--- src/rtl/wb_upsizer16_pkg.sv ---
package wb_upsizer16_pkg;
  localparam int unsigned MST_DW = 16;
  localparam int unsigned SLV_DW = 2 * MST_DW;
  localparam int unsigned MST_SW = MST_DW / 8;
  localparam int unsigned SLV_SW = SLV_DW / 8;

  // Strobes from control to datapath: which half carries the transfer.
  typedef struct packed {
    logic useHi;
    logic useLo;
  } laneStrobe_t;
endpackage

--- src/rtl/wb_upsizer16_ctrl.sv ---
module wb_upsizer16_ctrl
  import wb_upsizer16_pkg::*;
(
  input  logic        halfSel,
  input  logic        mWe,
  input  logic        mCyc,
  input  logic        mStb,
  input  logic        sAck,
  input  logic        sErr,
  output logic        sWe,
  output logic        sCyc,
  output logic        sStb,
  output logic        mAck,
  output logic        mErr,
  output laneStrobe_t laneStb
);
  always_comb begin
    laneStb.useHi = halfSel;
    laneStb.useLo = ~halfSel;
  end

  // Handshake is a straight pass-through in both directions.
  assign sWe  = mWe;
  assign sCyc = mCyc;
  assign sStb = mStb;
  assign mAck = sAck;
  assign mErr = sErr;
endmodule

--- src/rtl/wb_upsizer16_dp.sv ---
module wb_upsizer16_dp
  import wb_upsizer16_pkg::*;
#(
  parameter int unsigned AW = 32
) (
  input  logic [AW-1:2]     wordAdr,
  input  logic [MST_DW-1:0] mDatW,
  input  logic [MST_SW-1:0] mSel,
  input  logic [SLV_DW-1:0] sDatR,
  input  laneStrobe_t       laneStb,
  output logic [AW-1:0]     sAdr,
  output logic [SLV_DW-1:0] sDatW,
  output logic [SLV_SW-1:0] sSel,
  output logic [MST_DW-1:0] mDatR
);
  localparam int unsigned HALVES = SLV_DW / MST_DW;

  logic [HALVES-1:0] halfOn;
  assign halfOn = {laneStb.useHi, laneStb.useLo};

  assign sAdr = {wordAdr, 2'b00};

  for (genvar h = 0; h < HALVES; h++) begin : g_half
    assign sDatW[h*MST_DW +: MST_DW] = mDatW;
    assign sSel[h*MST_SW +: MST_SW]  = halfOn[h] ? mSel : '0;
  end

  assign mDatR = laneStb.useHi ? sDatR[SLV_DW-1:MST_DW] : sDatR[MST_DW-1:0];
endmodule

--- src/rtl/wb_upsizer16.sv ---
module wb_upsizer16
  import wb_upsizer16_pkg::*;
#(
  parameter int unsigned AW = 32
) (
  input  logic [AW-1:1]     mAdr,
  input  logic [MST_DW-1:0] mDatW,
  output logic [MST_DW-1:0] mDatR,
  input  logic [MST_SW-1:0] mSel,
  input  logic              mWe,
  input  logic              mCyc,
  input  logic              mStb,
  output logic              mAck,
  output logic              mErr,
  output logic [AW-1:0]     sAdr,
  output logic [SLV_DW-1:0] sDatW,
  input  logic [SLV_DW-1:0] sDatR,
  output logic [SLV_SW-1:0] sSel,
  output logic              sWe,
  output logic              sCyc,
  output logic              sStb,
  input  logic              sAck,
  input  logic              sErr
);
  laneStrobe_t laneStb;

  wb_upsizer16_ctrl u_ctrl (
    .halfSel (mAdr[1]),
    .mWe     (mWe),
    .mCyc    (mCyc),
    .mStb    (mStb),
    .sAck    (sAck),
    .sErr    (sErr),
    .sWe     (sWe),
    .sCyc    (sCyc),
    .sStb    (sStb),
    .mAck    (mAck),
    .mErr    (mErr),
    .laneStb (laneStb)
  );

  wb_upsizer16_dp #(.AW(AW)) u_dp (
    .wordAdr (mAdr[AW-1:2]),
    .mDatW   (mDatW),
    .mSel    (mSel),
    .sDatR   (sDatR),
    .laneStb (laneStb),
    .sAdr    (sAdr),
    .sDatW   (sDatW),
    .sSel    (sSel),
    .mDatR   (mDatR)
  );
endmodule

--- config.mk ---
export PLATFORM = sky130hd
export DESIGN_NAME = wb_upsizer16
export DESIGN_NICKNAME = d
export VERILOG_FILES = /design/src/rtl/wb_upsizer16_pkg.sv /design/src/rtl/wb_upsizer16_ctrl.sv /design/src/rtl/wb_upsizer16_dp.sv /design/src/rtl/wb_upsizer16.sv
export SDC_FILE = /design/constraint.sdc
export NUM_CORES = 1
export LEC_CHECK = 0
export BUFFER_PORTS_ARGS = -buffer_cell sky130_fd_sc_hd__buf_2
export CORE_AREA = 2 2 69 71
export DETAILED_ROUTE_END_ITERATION = 10
export DIE_AREA = 0 0 71 73
export GPL_TIMING_DRIVEN = 1
export PLACE_DENSITY = 0.77
export RECOVER_POWER = 25
export SLEW_MARGIN = 20
export SYNTH_ARGS = -nofsm -noshare
export SYNTH_HDL_FRONTEND = slang
export SYNTH_HIERARCHICAL = 1
export SYNTH_SLANG_ARGS = --single-unit
export TNS_END_PERCENT = 50
--- constraint.sdc ---
create_clock -name vclk -period 2
set_input_delay 0.3 -clock vclk [all_inputs]
set_output_delay 0.3 -clock vclk [all_outputs]
set_load 0.02 [all_outputs]
[Word level (Yosys, flattened, before mapping)]
Index checks and enable logic that the tools add are counted.
Operators by class
  muxes and demuxes: 3
Operator list (number)
  2-to-1 mux 16 bit: 1
  2-to-1 mux 2 bit: 2
Storage, ports and cells
  bits of input ports: 86
  output and inout bits: 89
  register bits: 0

[Depth between registers and ports, before layout]
Gate-level depths: netlist (run 1).
  depth in word-level cells: 1
  gate-level depth with buffers: 4
  gate-level depth less buffers: 2

[Hierarchy]
The synthesis (run 1) kept the hierarchy.
Modules (own cells, without submodules)
  wb_upsizer16_dp: cells an instance 87, instances 1, seq. area each 0.0 um^2, area each 753.2 um^2
  wb_upsizer16_ctrl: cells an instance 7, instances 1, seq. area each 0.0 um^2, area each 48.8 um^2

[Least setup slack after synthesis (run 1)]
OpenSTA, ideal clock, no wires.
  kind: input to output
  from: input mAdr[1] (netlist name)
  to: output mDatR[10]
  setup slack: 0.694 ns
  stages on the path: 4
  path buffers: 3
  data arrival time: 1.006 ns
  path through: buf_4 -> buf_6 -> buf_12 -> mux2_4
On the way
  cells in the longest elaborated chain, start to end: 1
RTL lines
  start: declaration: RTL line wb_upsizer16.sv:6  | input logic [AW-1:1] mAdr,
  2-to-1 mux 16 bit: RTL line wb_upsizer16_dp.sv:28  | assign mDatR = laneStb.useHi ? sDatR[SLV_DW-1:MST_DW] : sDatR[MST_DW-1:0];
  end: declaration: RTL line wb_upsizer16.sv:8  | output logic [MST_DW-1:0] mDatR,
No other way between the ends.

[Worst setup path after layout (run 1)]
  from: input mAdr[1] (netlist name)
  to: output mDatR[3]
Same word-level chain as after synthesis.

==> impl_metrics.yaml, run 1 <==
status:
  status: "completed"
detailed_routing:
  firstDrtPassIters: 2
  routed_wirelength_mm: 1.532
  drt_iter0_markers: 2
  via_per_inst: 3.432
  ant_nets: 0
  drc: 0
  vias: 453
  post_drt_wl_per_cell_um: 11.61
setup_path:
  cpMaxStageDelayCell: "mux2_2"
  cp-start-kind: "primary input"
  path_buf_inv: 2
  crit_top_cell: "buf_2"
  cp-end-kind: "output pin"
  cpPeakStageDelay_ns: 0.40
  cp_cell_sequence: "buf_2 -> mux2_2 -> buf_2"
  path_class: "in -> out"
  critPathMaxFanout: 19
  cp.required_ns: 1.70
  cp_top_family: "buffers and inverters"
  worstPathArrival_ns: 1.26
worst_hold_path:
  hold_path_class: "in -> out"
  holdPathEnd: "sAdr[28]"
  hold-path-cell-count: 0
  min-delay-start: "mAdr[28]"
cells_and_area:
  nClkBuffers: 0
  seq_cells: 0
  n_fill_cell: 518
  area_growth_pct: -26.21
  layout.nets: 166
  multiInputGateArea_um2: 245.2
  drive_above_1_share: 0.9359
  diodes: 0
  fin_util: 0.1305
  ff_latch_area_um2: 0
sta:
  max_freq_ghz: 0.6417
  slew_violations: 0
  period_share: 0.7792
  rsz0062_at_grt: "no"
  finalSetupViolations: 0
  setup_ws_ns: 0.4416
  hold_slack_ns: 0.6000
  finalCriticalPeriod_ns: 1.558
  final.setup.tns_ns: 0
  hold_viol_final: 0
pwr:
  p_leak_nw: 0.3406
  clkPwrFrac: 0
  swShare: 0.4965
  seqPwrFrac: 0
  power_density_nw_per_um2: 254.6
  p_switching_mw: 0.07481
  power_frac_comb: 1.000
  power_mw: 0.1507
  irDropWorstVdd_mv: 0.07415
  internal_power_mw: 0.07588
placement:
  post-place-ws_ns: 0.4288
  gp_congestion: 0.5216
  hpwl_mm: 1.319
  io_buffers: 55
clock_tree:
  cts_resized: 0
  post_cts_buffers: 0
  cts-hold-fix-buffers: 0
synthesis:
  ys_seq_area_frac: 0
  yosys-top-cells-area: "buf_4, mux2_4, mux2_2"
  syn-instance-count: 94
  synthDistinctLibCells: 9
  netlist.area_leader.share: 0.6552
  syn_area_um2: 802.0
  yosysWarningCount: 6
  syn_avg_cell_area_um2: 8.532
  yosysTopAreaCell: "buf_4"
floorplan:
  io-pin-count: 175
  core_um2: 4536
  std_cell_rows: 25
  start_util: 0.1768
  die_x_um: 71
  die_y_um: 73
  die_area_um2: 5183
global_routing:
  grt_overflow: 0
  grtUsageTotal: 0.04715
  grt_max_degree: 20
  grt_pass1_wl_mm: 1.973
  grt_pass1_vias: 406
  antenna_found_initial: 0
run:
  maxCapViolations: 0
per-stage QoR:
step	std cells	area, um^2
after detailed placement	132	591.8
after floorplan	95	805.8
after CTS	132	591.8
after global placement	132	591.8
final	132	591.8
after global routing	132	591.8
layout make-up:
class                           instances  share of cell area
Timing Repair Buffer                   55              0.4651
Multi-Input combinational cell         22              0.4144
Tap cell                               54              0.1142
Inverter                                1            0.006342
cell usage in the layout (no fill, tap or decap):
cell     n
inv_1    1
mux2_4   8
and2_1   2
mux2_2   8
and2_2   2
conb_1   2
buf_2   55
cell usage after synthesis:
library cell   n
buf_12         1
mux2_2         8
and2_1         2
buf_6          1
and2_2         2
buf_4         70
inv_1          1
conb_1         1
mux2_4         8
cells by family (layout without fill, tap and decap cells):
| kind of cell | Yosys count | after routing | synth area share |
|---|---|---|---|
| AND/OR/NAND/NOR | 4 | 4 | 0.03431 |
| buffers and inverters | 73 | 56 | 0.6989 |
| multiplexers | 16 | 16 | 0.2621 |
| other | 1 | 2 | 0.004676 |
worst max path at each step:
| stage | startpoint | endpoint | slack (ns) | cells after the start |
|---|---|---|---|---|
| 6_report | mAdr[1] | mDatR[3] | 0.44 | 3 |
| 5_1_grt | mAdr[1] | mDatR[3] | 0.37 | 3 |
| 4_1_cts | mAdr[1] | mDatR[2] | 0.43 | 3 |
| 3_5_place_dp | mAdr[1] | mDatR[3] | 0.43 | 3 |
| 3_3_place_gp | mAdr[1] | mDatR[1] | 0.44 | 3 |
| 2_1_floorplan | mAdr[1] | mDatR[10] | 0.69 | 4 |
power by group through the flow:
| stage | Clock [mW] | Combinational [mW] | Sequential, mW |
|---|---|---|---|
| after CTS | 0 | 0.153 | 0 |
| after detailed placement | 0 | 0.152 | 0 |
| after global routing | 0 | 0.162 | 0 |
| after global placement | 0 | 0.150 | 0 |
| after floorplan | 0 | 0.297 | 0 |
| final | 0 | 0.151 | 0 |
routing by layer:
layer,track usage,part of all wire,vias to the layer above
met5,0,0,-
met4,0.07128,0.13,0
met3,0.01796,0.18,35
met2,0.06854,0.41,56
met1,0.04198,0.28,171
li1,-,-,191
(Power assumes the default switching activity.)
==> inputs of run 2 (changes only) <==
CORE_AREA = 2 2 68 70   (was 2 2 69 71)
DIE_AREA = 0 0 70 72   (was 0 0 71 73)
PLACE_DENSITY = 0.81   (was 0.77)
clock period = 1.3 ns   (was 2 ns; I/O delays follow)
==> run 2 against run 1 <==
  * Cell area rose by 3.0%
  * Flip-flop and latch count did not move
  * Power rose by 58%
  * Routed wire length rose by 5.0%
  * Largest cell class unchanged
  * Sequential share of layout area did not move
  * Combinational power rose by 57%
  * Non-clock buffer count rose by 1
  * Critical path type unchanged
  * Critical path depth rose by 1
  * Utilization rose by 1.2 points
==> impl_metrics.yaml, run 2 (synthesized netlist as in run 1, its figures left out) <==
placement:
  io_buffers: 55
  hpwl_mm: 1.454
  post-place-ws_ns: 0.1333
  gp_congestion: 0.7571
pwr:
  power_density_nw_per_um2: 389.7
  irDropWorstVdd_mv: 0.1057
  power_mw: 0.2375
  p_leak_nw: 0.3500
detailed_routing:
  ant_nets: 0
  firstDrtPassIters: 3
  routed_wirelength_mm: 1.608
  vias: 466
  drc: 0
  via_per_inst: 3.557
  post_drt_wl_per_cell_um: 12.27
  drt_iter0_markers: 1
sta:
  rsz0062_at_grt: "no"
  finalSetupViolations: 0
  setup_ws_ns: 0.1464
  finalCriticalPeriod_ns: 1.154
  max_freq_ghz: 0.8668
  period_share: 0.8874
  final.setup.tns_ns: 0
  hold_viol_final: 0
  slew_violations: 0
floorplan:
  die_y_um: 72
  die_x_um: 70
  start_util: 0.1881
  die_area_um2: 5040
  core_um2: 4264
  std_cell_rows: 24
  io-pin-count: 175
cells_and_area:
  nClkBuffers: 0
  final_common_cell: "buf_2"
  area_growth_pct: -24.02
  ff_latch_area_um2: 0
  final_cell_mix: "buf_2, mux2_4, mux2_2"
  seq_cells: 0
  layout.nets: 167
  drive_above_1_share: 0.9367
  diodes: 0
setup_path:
  critPathLaunch: "mAdr[1]"
  cp-end-kind: "output pin"
  critPathMaxFanout: 19
  cp.required_ns: 1.11
  cp-start-kind: "primary input"
  path_class: "in -> out"
  worstPathArrival_ns: 0.96
run:
  maxCapViolations: 0
global_routing:
  grt_overflow: 0
  antenna_found_initial: 0
  grt_pass1_wl_mm: 2.159
  grt_max_degree: 20
  grt_pass1_vias: 446
  grtUsageTotal: 0.05366
clock_tree:
  cts-hold-fix-buffers: 0
  post_cts_buffers: 0
  cts_resized: 0
status:
  status: "completed"
worst_hold_path:
  min-delay-start: "mAdr[17]"
  hold_path_class: "in -> out"
run 2: changes by cell type in the layout (fill, tap and decap cells not counted), sizes merged:
cell  change
buf       +1
run 2: layer usage:
metal	vias to the layer above	GRT usage	wire, um
li1	192	-	-
met1	185	0.02924	318
met2	70	0.1196	893
met3	19	0.02778	290
met4	0	0.03419	107
met5	-	0	0
run 2: final cells by class:
type | instances | area [um^2]
repair buffers | 56 | 295.3
fillers | 484 | 3655
inverters | 1 | 3.754
multi-input cells | 22 | 245.2
well taps | 52 | 65.06
run 2: worst paths after layout:
kind	to	slack [ns]	depth (start not counted)
max	mDatR[4]	0.15	4
min	sAdr[17]	0.39	0
run 2: through the flow:
step	utilization	hold slack (ns)	area (um^2)	cells
floorplan	-	0.5026	805.8	95
global placement	0.1429	0.3901	609.3	131
detailed placement	0.1429	0.3901	609.3	131
CTS	0.1429	0.3901	609.3	131
global route	0.1429	0.3900	609.3	131
finish	0.1429	0.3900	609.3	131
run 2: power by group:
part / leakage, nW / switching [mW] / internal [mW]
sequential: 0 / 0 / 0
combinational: 0.350 / 0.115 / 0.123
clock: 0 / 0 / 0
total: 0.350 / 0.115 / 0.123
run 2: worst max-delay path, stage by stage:
cell	delay, ns
buf_2	0.10
buf_12	0.16
mux2_2	0.34
buf_2	0.16
